### config.mk
export PLATFORM = sky130hd
export DESIGN_NAME = usb_line_mon
export DESIGN_NICKNAME = d
export VERILOG_FILES = /design/src/rtl/usb_lsm_pkg.sv /design/src/rtl/usb_lsm_classify.sv /design/src/rtl/usb_lsm_timer.sv /design/src/rtl/usb_lsm_events.sv /design/src/rtl/usb_lsm_rstdrv.sv /design/src/rtl/usb_line_mon.sv
export SDC_FILE = /design/constraint.sdc
export NUM_CORES = 1
export LEC_CHECK = 0
export CAP_MARGIN = 20
export CORE_MARGIN = 3
export CORE_UTILIZATION = 55
export DETAILED_ROUTE_END_ITERATION = 8
export PLACE_DENSITY_LB_ADDON = 0.12
export SYNTH_ARGS = -nofsm -noshare
export SYNTH_HDL_FRONTEND = slang
export SYNTH_HIERARCHICAL = 1
export SYNTH_SLANG_ARGS = --single-unit
### constraint.sdc
create_clock -name clk_i -period 2.2 [get_ports clk_i]
set_clock_uncertainty 0.05 [all_clocks]
set_input_delay 0.55 -clock clk_i [delete_from_list [all_inputs] [get_ports clk_i]]
set_output_delay 0.55 -clock clk_i [all_outputs]
set_load 0.02 [all_outputs]
### src/rtl/usb_lsm_pkg.sv
package usb_lsm_pkg;
  typedef enum logic [1:0] {
    LN_SE0 = 2'b00,
    LN_J   = 2'b01,
    LN_K   = 2'b10,
    LN_BAD = 2'b11
  } line_e;

  function automatic line_e line_decode(input logic dp, input logic dm, input logic fs);
    case ({dp, dm})
      2'b00:   return LN_SE0;
      2'b11:   return LN_BAD;
      2'b10:   return fs ? LN_J : LN_K;
      default: return fs ? LN_K : LN_J;
    endcase
  endfunction
endpackage

### src/rtl/usb_lsm_classify.sv
module usb_lsm_classify
  import usb_lsm_pkg::*;
(
  input  logic  clk_i,
  input  logic  rst_ni,
  input  logic  dp_i,
  input  logic  dm_i,
  input  logic  full_speed_i,
  output line_e state_o
);
  line_e state_q;

  always_ff @(posedge clk_i or negedge rst_ni) begin
    if (!rst_ni) state_q <= LN_SE0;
    else         state_q <= line_decode(dp_i, dm_i, full_speed_i);
  end

  assign state_o = state_q;
endmodule

### src/rtl/usb_lsm_timer.sv
module usb_lsm_timer
  import usb_lsm_pkg::*;
#(
  parameter int unsigned CNT_MAX = 120
) (
  input  logic  clk_i,
  input  logic  rst_ni,
  input  line_e state_i,
  output logic  held_o
);
  localparam int unsigned CW = $clog2(CNT_MAX + 1);
  localparam logic [CW-1:0] CMAX = CW'(CNT_MAX);

  line_e         prev_q;
  logic [CW-1:0] cnt_q;
  logic          same;

  assign same = (state_i == prev_q) && (state_i != LN_BAD);

  always_ff @(posedge clk_i or negedge rst_ni) begin
    if (!rst_ni) begin
      prev_q <= LN_SE0;
      cnt_q  <= '0;
    end else begin
      prev_q <= state_i;
      if (!same)             cnt_q <= '0;
      else if (cnt_q != CMAX) cnt_q <= cnt_q + 1'b1;
    end
  end

  assign held_o = same && (cnt_q == CMAX);
endmodule

### src/rtl/usb_lsm_events.sv
module usb_lsm_events
  import usb_lsm_pkg::*;
(
  input  logic  clk_i,
  input  logic  rst_ni,
  input  line_e state_i,
  input  logic  held_i,
  output logic  idle_o,
  output logic  resume_o,
  output logic  bus_reset_o,
  output logic  connect_o,
  output logic  disconnect_o,
  output logic  attached_o
);
  logic conn_q, disc_q, att_q;
  logic long_j, long_se0;

  assign long_j   = held_i && (state_i == LN_J);
  assign long_se0 = held_i && (state_i == LN_SE0);

  always_ff @(posedge clk_i or negedge rst_ni) begin
    if (!rst_ni) begin
      conn_q <= 1'b0;
      disc_q <= 1'b0;
      att_q  <= 1'b0;
    end else begin
      conn_q <= long_j && !att_q;
      disc_q <= long_se0 && att_q;
      if (long_j && !att_q)        att_q <= 1'b1;
      else if (long_se0 && att_q)  att_q <= 1'b0;
    end
  end

  assign idle_o       = long_j;
  assign resume_o     = held_i && (state_i == LN_K);
  assign bus_reset_o  = long_se0;
  assign connect_o    = conn_q;
  assign disconnect_o = disc_q;
  assign attached_o   = att_q;
endmodule

### src/rtl/usb_lsm_rstdrv.sv
module usb_lsm_rstdrv #(
  parameter int unsigned DRV_CYC = 480000
) (
  input  logic clk_i,
  input  logic rst_ni,
  input  logic start_i,
  output logic drive_o,
  output logic done_o
);
  localparam int unsigned CW = $clog2(DRV_CYC);
  localparam logic [CW-1:0] LAST = CW'(DRV_CYC - 1);

  logic [CW-1:0] cnt_q;
  logic          drv_q, done_q;

  always_ff @(posedge clk_i or negedge rst_ni) begin
    if (!rst_ni) begin
      cnt_q  <= '0;
      drv_q  <= 1'b0;
      done_q <= 1'b0;
    end else begin
      done_q <= 1'b0;
      if (drv_q) begin
        if (cnt_q == '0) begin
          drv_q  <= 1'b0;
          done_q <= 1'b1;
        end else begin
          cnt_q <= cnt_q - 1'b1;
        end
      end else if (start_i) begin
        drv_q <= 1'b1;
        cnt_q <= LAST;
      end
    end
  end

  assign drive_o = drv_q;
  assign done_o  = done_q;
endmodule

### src/rtl/usb_line_mon.sv
module usb_line_mon
  import usb_lsm_pkg::*;
#(
  parameter int unsigned CLK_HZ     = 48_000_000,
  parameter int unsigned RST_MS     = 10,
  parameter bit          DOWNSTREAM = 1'b1
) (
  input  logic       clk_i,
  input  logic       rst_ni,
  input  logic       dp_i,
  input  logic       dm_i,
  input  logic       full_speed_i,
  input  logic       rst_start_i,
  output logic [1:0] line_state_o,
  output logic       idle_o,
  output logic       resume_o,
  output logic       bus_reset_o,
  output logic       connect_o,
  output logic       disconnect_o,
  output logic       attached_o,
  output logic       drive_se0_o,
  output logic       drive_done_o
);
  // 2.5 us rounded up to whole cycles
  localparam longint unsigned THR_L = (longint'(CLK_HZ) * 25 + 64'd9_999_999) / 64'd10_000_000;
  localparam longint unsigned RST_L = longint'(CLK_HZ) / 1000 * longint'(RST_MS);
  localparam int unsigned THR_CYC = int'(THR_L);
  localparam int unsigned RST_CYC = int'(RST_L);

  line_e st;
  logic  held;

  usb_lsm_classify i_classify (
    .clk_i        (clk_i),
    .rst_ni       (rst_ni),
    .dp_i         (dp_i),
    .dm_i         (dm_i),
    .full_speed_i (full_speed_i),
    .state_o      (st)
  );

  usb_lsm_timer #(.CNT_MAX(THR_CYC)) i_timer (
    .clk_i   (clk_i),
    .rst_ni  (rst_ni),
    .state_i (st),
    .held_o  (held)
  );

  usb_lsm_events i_events (
    .clk_i        (clk_i),
    .rst_ni       (rst_ni),
    .state_i      (st),
    .held_i       (held),
    .idle_o       (idle_o),
    .resume_o     (resume_o),
    .bus_reset_o  (bus_reset_o),
    .connect_o    (connect_o),
    .disconnect_o (disconnect_o),
    .attached_o   (attached_o)
  );

  generate
    if (DOWNSTREAM) begin : g_drv
      usb_lsm_rstdrv #(.DRV_CYC(RST_CYC)) i_rstdrv (
        .clk_i   (clk_i),
        .rst_ni  (rst_ni),
        .start_i (rst_start_i),
        .drive_o (drive_se0_o),
        .done_o  (drive_done_o)
      );
    end else begin : g_nodrv
      assign drive_se0_o  = 1'b0;
      assign drive_done_o = 1'b0;
    end
  endgenerate

  assign line_state_o = st;
endmodule

==> out/metrics.json, run 1 <==
{
  "final_nets": 242,
  "hold_depth": 0,
  "post-route-min-period_ps": 2380,
  "ys_seq_area_share_pct": 47.7,
  "seq_area_um2": 876,
  "tightest_slew_ps": 448,
  "die-area_um2": 4060,
  "syn-instance-count": 189,
  "final_weighted_congestion_of_routability_driven_global_placement": 0.835,
  "status": "finished with violations",
  "grt_pass1_wl_mm": 7.13,
  "crit_path_start_kind": "register",
  "fmaxAchievable_ghz": 0.421,
  "postSynthNetCount": 198,
  "diodes": 0,
  "violations": "negative setup slack",
  "fillerInstances": 230,
  "drt-wirelength-per-cell_um": 14.6,
  "start_util_pct": 58.6,
  "timing.rr.end": "g_drv.i_rstdrv/cnt_q[2]",
  "synthDominantAreaCellType": "dfrtp_1",
  "post_drt_via_cell_ratio": 5.74,
  "irDropWorstVdd_mv": 0.573,
  "place.detailed.hpwl_mm": 2.97,
  "antenna_found_initial": 0,
  "global_route.usage.total_pct": 22.0,
  "final_wirelength_mm": 4.05,
  "total_negative_setup_slack_ps": -371,
  "detailedRoute.firstIterationViolations": 127,
  "place_worst_setup_slack_ps": -300,
  "critical_path.endpoint_type": "output pin",
  "clock-sinks": 35,
  "floorplan.die.height_um": 63.8,
  "hold_path_class": "register to register",
  "yosys_warnings": 6,
  "synthTopCellsByArea": "dfrtp_1 (48%), a21oi_1 (4.6%), xnor2_1 (3.8%), nor3_1 (3.5%), nor2_1 (3.3%)",
  "core_um2": 3130,
  "postSynthRegisterBits": 35,
  "synth_mux_area_share_pct": 1.23,
  "synth_compound_area_share_pct": 14.4,
  "worstRegToRegCells": 5,
  "post_synth_xor_area_fraction_pct": 5.73,
  "final_critical_path_setup_slack_ps": -178,
  "slew_violations": 0,
  "cts_inserted_buffers": 5,
  "post-route-cell-area_um2": 2330,
  "areal_power_density_over_the_cells_nw_per_um2": 693,
  "timing.rr.start": "g_drv.i_rstdrv/cnt_q[8]",
  "die-width_um": 63.8,
  "detail_route.first_pass.iterations": 4,
  "grt_max_degree": 36,
  "leakage_nw": 0.966,
  "via_count": 1591,
  "cts.hold.buffers_added": 0,
  "fin_crit_sh_pct": 108,
  "power_mw": 1.61,
  "drive_gt1_share_pct": 25.3,
  "hold_path_end": "i_timer/prev_q[0]",
  "reg2reg_setup_slack_ps": 100,
  "clockBufferDepth": 2,
  "grt-ovfl-total": 0,
  "clk_transition_reported_paths_ps": 100,
  "critical_path.max_fanout": 2,
  "synth_ff_type": "dfrtp_1",
  "setup_cp_type": "register to output pin",
  "finalHoldViolations": 0,
  "finalHoldWorstSlack_ps": 388,
  "floorplan.rows": 20,
  "setup_violations": 3,
  "dpl-instance-area_um2": 2190,
  "worstPathArrival_ps": 1780,
  "cts_tree": "yes",
  "cp_data_required_time_ps": 1600,
  "synthSimpleGateAreaFrac_pct": 26.3,
  "grt_setup_unrepaired": "yes",
  "synth.cell_area_um2": 1830,
  "clock_insertion_delay_worst_skew_ps": 330,
  "area_fraction_of_the_dominant_cell_type_after_synthesis_pct": 47.7,
  "pin_count": 16,
  "cts_root_buf": "clkbuf_4",
  "yosys.area_share.adder_pct": 2.05,
  "cts_htree_levels": 2,
  "max-cap-violations": 0,
  "post_synthesis_area_per_instance_um2": 9.71,
  "area_of_the_multi_input_gates_um2": 955,
  "synth_cell_type_count": 45,
  "area_growth_syn_to_layout_pct": 26.9,
  "slew-limit-headroom_pct": 70.1,
  "synth_enable_flop_cells": 0,
  "post-route-drc-count": 0,
  "synth_top_family_by_area": "simple AND/OR/NAND/NOR gates",
  "final_antenna_net_count": 0,
  "worstHoldStart": "i_classify/state_o[0]",
  "asyncSetResetFlopFracSynth_pct": 100,
  "io_buffers": 15,
  "grt_pass1_vias": 1569
}
cells by family after synthesis:
| logic type | count (synthesis) |
|---|---|
| and+or+nand+nor | 82 |
| AOI/OAI and AO/OA | 43 |
| muxes | 2 |
| adders and majority gates | 3 |
| buffers and inverters | 12 |
| DFF | 35 |
| xor gates and xnor gates | 12 |
report_power, final:
part / total, mW / switching (mW) / internal (mW)
clock: 0.342 / 0.194 / 0.148
sequential: 0.877 / 0.137 / 0.740
combinational: 0.393 / 0.200 / 0.192
total: 1.61 / 0.532 / 1.08
through the flow:
step | cells | util [%]
after floorplan | 189 | -
after global placement | 264 | 69.9
after detailed placement | 264 | 69.9
after CTS | 274 | 72.3
after global routing | 277 | 74.4
final | 277 | 74.4
metal layers:
metal  wire (µm)  share of wire [%]  up-vias  global-route usage (%)
li1            -                  -      773                       -
met1        1780                 44      775                    28.4
met2        2080                 51       34                    36.4
met3         124                3.1        9                    4.75
met4          70                1.7        0                    8.09
met5           0                  0        -                       0
cells in the mapped netlist (all sizes together), types with 4 or more instances:
| cell | count |
|---|---|
| nor3b | 4 |
| inv | 6 |
| nor2 | 16 |
| nand3 | 8 |
| clkbuf | 5 |
| nand2 | 11 |
| or3 | 6 |
| nor4 | 5 |
| dfrtp | 35 |
| xor2 | 4 |
| xnor2 | 8 |
| o21ai | 10 |
| nor3 | 13 |
| or4 | 5 |
| a21oi | 19 |
layout by cell type (no fill, tap or decap), types with 2 or more instances in the layout:
cell,count
a21o_1,2
a21oi_1,17
a21oi_2,2
and3b_1,2
buf_4,29
buf_6,2
clkbuf_4,5
clkdlybuf4s50_1,11
dfrtp_1,35
ha_1,2
inv_1,4
inv_2,2
mux2_2,2
nand2_1,10
nand2b_1,2
nand3_1,7
nand4_1,2
nor2_1,15
nor3_1,12
nor3b_1,4
nor4_1,4
o211ai_1,2
o21ai_0,9
o31ai_1,2
or3_1,6
or4_1,4
xnor2_1,8
xor2_1,4
how the worst max path moves through the flow:
stage	startpoint	end	slack, ps	depth (start not counted)
3_3_place_gp	i_classify/state_o[1]	bus_reset_o	-230	7
2_1_floorplan	i_classify/state_o[1]	resume_o	40	5
6_report	i_timer/cnt_q[1]	idle_o	-180	7
3_5_place_dp	i_classify/state_o[1]	bus_reset_o	-300	7
5_1_grt	i_timer/cnt_q[1]	idle_o	-290	7
4_1_cts	i_timer/prev_q[1]	bus_reset_o	-160	7
cell type report:
cell class / count / share of cell area (%)
sequential: 35 / 37.6
clock buffer: 6 / 2.20
tap: 44 / 2.37
clock inverter: 1 / 0.215
timing repair buffer: 43 / 15.6
multi-input combinational: 142 / 41.0
inverter: 6 / 0.968
timing repair:
action,in CTS,in global routing
gates resized for setup,16,11
pin swaps,4,2
setup endpoints to repair,3,8
setup buffers,3,3
flip-flops by register name, summed over array words and instances, names as in the netlist:
register / cells
g_drv.i_rstdrv/cnt_q: 19
i_timer/cnt_q: 7
i_classify/state_o: 2
i_timer/prev_q: 2
g_drv.i_rstdrv/done_o: 1
g_drv.i_rstdrv/drive_o: 1
i_events/attached_o: 1
i_events/connect_o: 1
i_events/disconnect_o: 1
critical path, cell delays in order, from the launching register on:
cell	delay, ps
dfrtp_1	400
inv_2	80
ha_4	130
nand3b_1	140
nor3_4	220
buf_4	140
and3b_1	210
buf_6	130
(Power assumes the default switching activity.)
==> run 2: changes to the inputs <==
==> constraint.sdc (replaced) <==
create_clock -name clk_i -period 2.85 [get_ports clk_i]
set_clock_uncertainty 0.05 [all_clocks]
set_input_delay 0.7125 -clock clk_i [delete_from_list [all_inputs] [get_ports clk_i]]
set_output_delay 0.7125 -clock clk_i [all_outputs]
set_load 0.02 [all_outputs]
==> run 2 against run 1 <==
The flow now finishes without violations; largest cell class unchanged; global-route usage is 1.3 points lower; sequential share of layout area is 2.9 points higher; non-clock buffer count is 20 lower; final cell count is 6.9% lower; worst setup slack better by 320 ps.
==> out/metrics.json, run 2 (synthesis results as in run 1) <==
{
  "final_cell_mix": {"value": "dfrtp_1 (35), a21oi_1 (17), nor2_1 (16), nor3_1 (13), clkdlybuf4s50_1 (12)", "change": "was dfrtp_1 (35), buf_4 (29), a21oi_1 (17), nor2_1 (15), nor3_1 (12)"},
  "clockBufferDepth": {"value": 2, "change": "unchanged"},
  "place.detailed.hpwl": {"value": 2.64, "unit": "mm", "change": "was 2.97 mm"},
  "total_negative_setup_slack": {"value": 0, "unit": "ps", "change": "was -371 ps"},
  "global_route.usage.total": {"value": 20.7, "unit": "%", "change": "was 22.0%"},
  "grt_setup_unrepaired": {"value": "no", "change": "was yes"},
  "cts_root_buf": {"value": "clkbuf_4", "change": "unchanged"},
  "core": {"value": 3130, "unit": "µm²", "change": "unchanged"},
  "tightest_slew": {"value": 622, "unit": "ps", "change": "was 448 ps"},
  "power_frac_clock": {"value": 28.1, "unit": "%", "change": "was 21.2%"},
  "grt-ovfl-total": {"value": 0, "change": "unchanged"},
  "top_register": {"value": "g_drv.i_rstdrv/cnt_q", "change": "unchanged"},
  "post-route-drc-count": {"value": 0, "change": "unchanged"},
  "hold_path_class": {"value": "register to register", "change": "unchanged"},
  "p_int": {"value": 912, "unit": "µW", "change": "was 1.08 mW"},
  "detailedRoute.firstIterationViolations": {"value": 75, "change": "was 127"},
  "clock_insertion_delay_worst_skew": {"value": 340, "unit": "ps", "change": "was 330 ps"},
  "final_nets": {"value": 222, "change": "was 242"},
  "final_common_cell": {"value": "dfrtp_1", "change": "unchanged"},
  "drive_gt1_share": {"value": 14.0, "unit": "%", "change": "was 25.3%"},
  "status": {"value": "finished clean", "change": "was finished with violations"},
  "area_growth_syn_to_layout": {"value": 17.7, "unit": "%", "change": "was 26.9%"},
  "crit_path_start_kind": {"value": "register", "change": "unchanged"},
  "post-route-min-period_ps": 2710,
  "fillerInstances": {"value": 263, "change": "was 230"},
  "grt_pass1_wl": {"value": 6.53, "unit": "mm", "change": "was 7.13 mm"},
  "worstPathArrival": {"value": 1940, "unit": "ps", "change": "was 1780 ps"},
  "slew_violations": {"value": 0, "change": "unchanged"},
  "diodes": {"value": 0, "change": "unchanged"},
  "largest_register_ffs": {"value": 19, "change": "unchanged"},
  "pin_count": {"value": 16, "change": "unchanged"},
  "die-area": {"value": 4060, "unit": "µm²", "change": "unchanged"},
  "io_buffers": {"value": 15, "change": "unchanged"},
  "clock-sinks": {"value": 35, "change": "unchanged"},
  "power.share.combinational": {"value": 21.0, "unit": "%", "change": "was 24.4%"},
  "drt-wirelength-per-cell": {"value": 14.6, "unit": "µm", "change": "about the same"},
  "final_wirelength": {"value": 3.76, "unit": "mm", "change": "was 4.05 mm"},
  "irDropWorstVdd": {"value": 0.461, "unit": "mV", "change": "was 0.573 mV"},
  "grt_max_degree": {"value": 36, "change": "unchanged"},
  "fmaxAchievable_ghz": 0.370,
  "leakage": {"value": 0.864, "unit": "nW", "change": "was 0.966 nW"},
  "floorplan.die.height": {"value": 63.8, "unit": "µm", "change": "unchanged"},
  "post_drt_via_cell_ratio": {"value": 5.77, "change": "was 5.74"},
  "top_regs": {"value": "g_drv.i_rstdrv/cnt_q x19, i_timer/cnt_q x7", "change": "unchanged"},
  "critical_path.endpoint_type": {"value": "output pin", "change": "unchanged"},
  "die-width": {"value": 63.8, "unit": "µm", "change": "unchanged"},
  "antenna_found_initial": {"value": 0, "change": "unchanged"},
  "final_antenna_net_count": {"value": 0, "change": "unchanged"},
  "p_sw_share": {"value": 31.3, "unit": "%", "change": "was 33.0%"},
  "max-cap-violations": {"value": 0, "change": "unchanged"},
  "fin_crit_sh_pct": 94.9,
  "critical_path.cell_chain": {"value": "and4bb_2, a21oi_2, nor3_1, buf_4, and3b_1, dlygate4sd2_1", "change": "was inv_2, ha_4, nand3b_1, nor3_4, buf_4, and3b_1, buf_6"},
  "power": {"value": 1.33, "unit": "mW", "change": "was 1.61 mW"},
  "clk_transition_reported_paths": {"value": 100, "unit": "ps", "change": "about the same"},
  "max_stage_delay": {"value": 420, "unit": "ps", "change": "was 400 ps"},
  "detail_route.first_pass.iterations": {"value": 4, "change": "unchanged"},
  "cts_setup_buffers": {"value": 0, "change": "was 3"},
  "slew-limit-headroom": {"value": 58.1, "unit": "%", "change": "was 70.1%"},
  "areal_power_density_over_the_cells": {"value": 615, "unit": "nW/µm²", "change": "was 693 nW/µm²"},
  "critical_path.max_fanout": {"value": 3, "change": "was 2"},
  "total_switching_power": {"value": 415, "unit": "µW", "change": "was 532 µW"},
  "cts_htree_levels": {"value": 2, "change": "unchanged"},
  "finalHoldViolations": {"value": 0, "change": "unchanged"},
  "floorplan.rows": {"value": 20, "change": "unchanged"},
  "grt_pass1_vias": {"value": 1451, "change": "was 1569"},
  "final_weighted_congestion_of_routability_driven_global_placement": {"value": 0.858, "change": "was 0.835"},
  "setup_violations": {"value": 0, "change": "was 3"},
  "via_count": {"value": 1489, "change": "was 1591"},
  "crit_path_top_delay_cell": {"value": "dfrtp_1", "change": "unchanged"},
  "power.share.sequential": {"value": 50.9, "unit": "%", "change": "was 54.4%"},
  "cts_tree": {"value": "yes", "change": "unchanged"},
  "setup_cp_type": {"value": "register to output pin", "change": "unchanged"},
  "cp_data_required_time": {"value": 2090, "unit": "ps", "change": "was 1600 ps"},
  "cts_inserted_buffers": {"value": 5, "change": "unchanged"},
  "start_util": {"value": 58.6, "unit": "%", "change": "unchanged"}
}
-- run 2: final timing paths --
check	endpoint	depth (start not counted)	start	slack (ps)
max	idle_o	6	i_classify/state_o[1]	140
min reg2reg	i_events/connect_o	1	i_events/attached_o	450
max in group asynchronous	i_events/connect_o	2	rst_ni	1720
min in group asynchronous	g_drv.i_rstdrv/cnt_q[3]	2	rst_ni	710
max reg2reg	g_drv.i_rstdrv/cnt_q[15]	5	g_drv.i_rstdrv/cnt_q[5]	590
min	i_events/connect_o	1	i_events/attached_o	450
-- run 2: layout make-up --
cell class | instances | area, µm² | area share, %
clock inverters | 2 | 35.0 | 1.62
flip-flops and latches | 35 | 876 | 40.6
multi-input cells | 142 | 912 | 42.3
repair buffers | 23 | 206 | 9.57
clock buffers | 6 | 51.3 | 2.38
well taps | 44 | 55.1 | 2.55
inverters | 6 | 22.5 | 1.04
-- run 2: critical path, delay by kind of cell, from the launching register on --
kind	cells	cell delay (ps)
DFF	1	420
AOI/OAI and AO/OA	1	40
and+or+nand+nor	3	670
buffers and inverters	2	490
-- run 2: through the flow --
stage | hold WS (ps) | std cells | instance area, µm² | utilization [%] | setup WS (ps)
floorplan | 367 | 189 | 1830 | - | 413
finish | 445 | 258 | 2160 | 69.0 | 144
CTS | 447 | 258 | 2160 | 69.0 | 112
detailed placement | 427 | 250 | 2080 | 66.4 | 253
global placement | 421 | 250 | 2080 | 66.4 | 234
global route | 470 | 258 | 2160 | 69.0 | 3.41
-- run 2: metal layers --
layer | track usage (%) | wire [µm] | up-vias
met5 | 0 | 0 | -
met4 | 9.70 | 53 | 0
met3 | 4.92 | 181 | 6
met2 | 32.7 | 1820 | 35
met1 | 26.8 | 1710 | 709
li1 | - | - | 739
-- run 2: power groups by stage --
stage	Clock (mW)	Sequential [mW]	Combinational (mW)
floorplan	0	0.658	0.198
global placement	0	0.669	0.264
detailed placement	0	0.678	0.279
CTS	0.380	0.673	0.281
global route	0.403	0.689	0.315
finish	0.372	0.676	0.279
-- run 2: repair_timing --
action | 4_1_cts | 5_1_grt
setup endpoints to repair | 3 | 0
hold buffers | 0 | 0
gates resized for setup | 3 | 0
==> run 3: changes to the inputs <==
--- a/config.mk
+++ b/config.mk
@@ -7,7 +7,7 @@
 export LEC_CHECK = 0
 export CAP_MARGIN = 20
 export CORE_MARGIN = 3
-export CORE_UTILIZATION = 55
+export CORE_UTILIZATION = 51
 export DETAILED_ROUTE_END_ITERATION = 8
 export PLACE_DENSITY_LB_ADDON = 0.12
 export SYNTH_ARGS = -nofsm -noshare
==> constraint.sdc (replaced) <==
create_clock -name clk_i -period 2.36 [get_ports clk_i]
set_clock_uncertainty 0.05 [all_clocks]
set_input_delay 0.59 -clock clk_i [delete_from_list [all_inputs] [get_ports clk_i]]
set_output_delay 0.59 -clock clk_i [all_outputs]
set_load 0.02 [all_outputs]
==> run 3 against run 2 <==
Worst hold slack worse by 23 ps; clock power down 12%; combinational power up 30%; register-to-register slack worse by 470 ps; die area up 7.1%; first-iteration DRC count up 9.3%; highest routed layer unchanged; global-route usage about the same; core utilization down 0.12 points; sequential share of layout area down 3.1 points; via count up 7.7%; largest cell class unchanged.
==> out/metrics.json, run 3 (synthesis results as in run 1) <==
{
  "post_drt_via_cell_ratio": {"value": 5.71, "change": "was 5.77"},
  "cts_root_buf": {"value": "clkbuf_4", "change": "unchanged"},
  "final_critical_path_setup_slack": {"value": 13.0, "unit": "ps", "change": "was 144 ps"},
  "setup_cp_type": {"value": "register to output pin", "change": "unchanged"},
  "place_worst_setup_slack": {"value": -137, "unit": "ps", "change": "was 253 ps"},
  "max-cap-violations": {"value": 0, "change": "unchanged"},
  "top_regs": {"value": "g_drv.i_rstdrv/cnt_q x19, i_timer/cnt_q x7", "change": "unchanged"},
  "grt_max_degree": {"value": 36, "change": "unchanged"},
  "top_register": {"value": "g_drv.i_rstdrv/cnt_q", "change": "unchanged"},
  "post-route-drc-count": {"value": 0, "change": "unchanged"},
  "grt_pass1_vias": {"value": 1499, "change": "was 1451"},
  "cts_inserted_buffers": {"value": 5, "change": "unchanged"},
  "final_common_cell": {"value": "dfrtp_1", "change": "unchanged"},
  "critical_path.endpoint_type": {"value": "output pin", "change": "unchanged"},
  "fmaxAchievable_ghz": 0.426,
  "clock_insertion_delay_worst_skew": {"value": 330, "unit": "ps", "change": "was 340 ps"},
  "route.met3.wl": {"value": 142, "unit": "µm", "change": "was 181 µm"},
  "cts_tree": {"value": "yes", "change": "unchanged"},
  "start_util": {"value": 54.1, "unit": "%", "change": "was 58.6%"},
  "timing.critical_path.buf_inv": {"value": 3, "change": "was 2"},
  "worstPathArrival": {"value": 1710, "unit": "ps", "change": "was 1940 ps"},
  "clk_transition_reported_paths": {"value": 100, "unit": "ps", "change": "about the same"},
  "final_antenna_net_count": {"value": 0, "change": "unchanged"},
  "diodes": {"value": 0, "change": "unchanged"},
  "antenna_found_initial": {"value": 0, "change": "unchanged"},
  "final_cell_mix": {"value": "dfrtp_1 (35), buf_4 (31), a21oi_1 (17), nor2_1 (15), clkdlybuf4s50_1 (12)", "change": "was dfrtp_1 (35), a21oi_1 (17), nor2_1 (16), nor3_1 (13), clkdlybuf4s50_1 (12)"},
  "fin_crit_sh_pct": 99.4,
  "core": {"value": 3390, "unit": "µm²", "change": "was 3130 µm²"},
  "crit_path_top_delay_cell": {"value": "dfrtp_1", "change": "unchanged"},
  "leakage": {"value": 0.944, "unit": "nW", "change": "was 0.864 nW"},
  "finalHoldViolations": {"value": 0, "change": "unchanged"},
  "crit_path_start_kind": {"value": "register", "change": "unchanged"},
  "drive_gt1_share": {"value": 26.4, "unit": "%", "change": "was 14.0%"},
  "die-area": {"value": 4350, "unit": "µm²", "change": "was 4060 µm²"},
  "clock-sinks": {"value": 35, "change": "unchanged"},
  "largest_register_ffs": {"value": 19, "change": "unchanged"},
  "areal_power_density_over_the_cells": {"value": 642, "unit": "nW/µm²", "change": "was 615 nW/µm²"},
  "slew_violations": {"value": 0, "change": "unchanged"},
  "total_negative_setup_slack": {"value": 0, "unit": "ps", "change": "unchanged"},
  "post-route-cell-area": {"value": 2330, "unit": "µm²", "change": "was 2160 µm²"},
  "grt-ovfl-total": {"value": 0, "change": "unchanged"},
  "cp_data_required_time": {"value": 1720, "unit": "ps", "change": "was 2090 ps"},
  "final_nets": {"value": 244, "change": "was 222"},
  "final_wirelength": {"value": 4.00, "unit": "mm", "change": "was 3.76 mm"},
  "area_growth_syn_to_layout": {"value": 27.3, "unit": "%", "change": "was 17.7%"},
  "cts.hold.buffers_added": {"value": 0, "change": "unchanged"},
  "tightest_slew": {"value": 520, "unit": "ps", "change": "was 622 ps"},
  "hold_path_class": {"value": "register to register", "change": "unchanged"},
  "total_length_of_routed_met2_wires": {"value": 1.97, "unit": "mm", "change": "was 1.82 mm"},
  "pin_count": {"value": 16, "change": "unchanged"},
  "dpl-instance-area": {"value": 2150, "unit": "µm²", "change": "was 2080 µm²"},
  "critical-path-top-delay-family": {"value": "simple AND/OR/NAND/NOR gates", "change": "unchanged"},
  "critical_path.cell_chain": {"value": "inv_2, ha_4, nand3b_1, nor3_2, buf_4, and3b_2, buf_6", "change": "was and4bb_2, a21oi_2, nor3_1, buf_4, and3b_1, dlygate4sd2_1"},
  "floorplan.die.height": {"value": 66.0, "unit": "µm", "change": "was 63.8 µm"},
  "drt-wirelength-per-cell": {"value": 14.2, "unit": "µm", "change": "was 14.6 µm"},
  "grt_pass1_wl": {"value": 6.84, "unit": "mm", "change": "was 6.53 mm"},
  "io_buffers": {"value": 15, "change": "unchanged"},
  "final_weighted_congestion_of_routability_driven_global_placement": {"value": 0.875, "change": "was 0.858"},
  "critical_path.max_fanout": {"value": 3, "change": "unchanged"},
  "grt_setup_unrepaired": {"value": "yes", "change": "was no"},
  "max_stage_delay": {"value": 410, "unit": "ps", "change": "was 420 ps"},
  "detailedRoute.firstIterationViolations": {"value": 82, "change": "was 75"},
  "place.detailed.hpwl": {"value": 2.77, "unit": "mm", "change": "was 2.64 mm"},
  "met1Wirelength": {"value": 1.85, "unit": "mm", "change": "was 1.71 mm"},
  "post-route-min-period_ps": 2350,
  "cts_htree_levels": {"value": 2, "change": "unchanged"},
  "slew-limit-headroom": {"value": 65.0, "unit": "%", "change": "was 58.1%"},
  "detail_route.first_pass.iterations": {"value": 4, "change": "unchanged"},
  "clockBufferDepth": {"value": 2, "change": "unchanged"},
  "topRoutingLayerUsed": {"value": "met4", "change": "unchanged"},
  "die-width": {"value": 66.0, "unit": "µm", "change": "was 63.8 µm"},
  "power": {"value": 1.50, "unit": "mW", "change": "was 1.33 mW"},
  "status": {"value": "finished clean", "change": "unchanged"},
  "global_route.usage.total": {"value": 20.7, "unit": "%", "change": "about the same"},
  "setup_violations": {"value": 0, "change": "unchanged"},
  "via_count": {"value": 1604, "change": "was 1489"},
  "irDropWorstVdd": {"value": 0.552, "unit": "mV", "change": "was 0.461 mV"},
  "floorplan.rows": {"value": 21, "change": "was 20"}
}
run 3: final timing paths:
check / end / cells past startpoint / start / slack [ps]
max in group asynchronous: i_events/attached_o / 2 / rst_ni / 1350
hold reg to reg: i_events/connect_o / 1 / i_events/attached_o / 420
setup / recovery: idle_o / 7 / i_timer/cnt_q[0] / 10
hold / removal: i_events/connect_o / 1 / i_events/attached_o / 420
setup reg to reg: i_timer/cnt_q[0] / 14 / i_timer/cnt_q[0] / 120
min in group asynchronous: g_drv.i_rstdrv/cnt_q[16] / 2 / rst_ni / 600
run 3: final cells by class:
| type | count | area (µm²) |
|---|---|---|
| Multi-Input combinational cell | 142 | 947 |
| Clock buffer | 6 | 51.3 |
| Timing Repair Buffer | 45 | 375 |
| Tap cell | 46 | 57.6 |
| Clock inverter | 1 | 5.00 |
| Fill cell | 265 | 1050 |
| Inverter | 6 | 22.5 |
| Sequential cell | 35 | 876 |
run 3: through the flow:
stage,hold slack [ps],instances,util [%]
5_1_grt,444,281,68.9
6_report,422,281,68.9
3_5_place_dp,410,262,63.5
2_1_floorplan,244,189,-
4_1_cts,424,281,68.0
3_3_place_gp,401,262,63.5
run 3: repair_timing:
action                     CTS  global route
pin swaps                    3             4
buffers inserted            12             1
setup endpoints to repair    3             5
resized for setup           19             9
run 3: routing by layer:
layer	vias up	track usage (%)
met3	5	4.08
met2	31	33.3
met4	0	8.38
met5	-	0
met1	784	27.3
li1	784	-
run 3: power by group:
| part | internal [mW] | total, mW | switching [mW] |
|---|---|---|---|
| Clock | 0.138 | 0.329 | 0.191 |
| Sequential | 0.690 | 0.805 | 0.115 |
| Combinational | 0.182 | 0.364 | 0.181 |
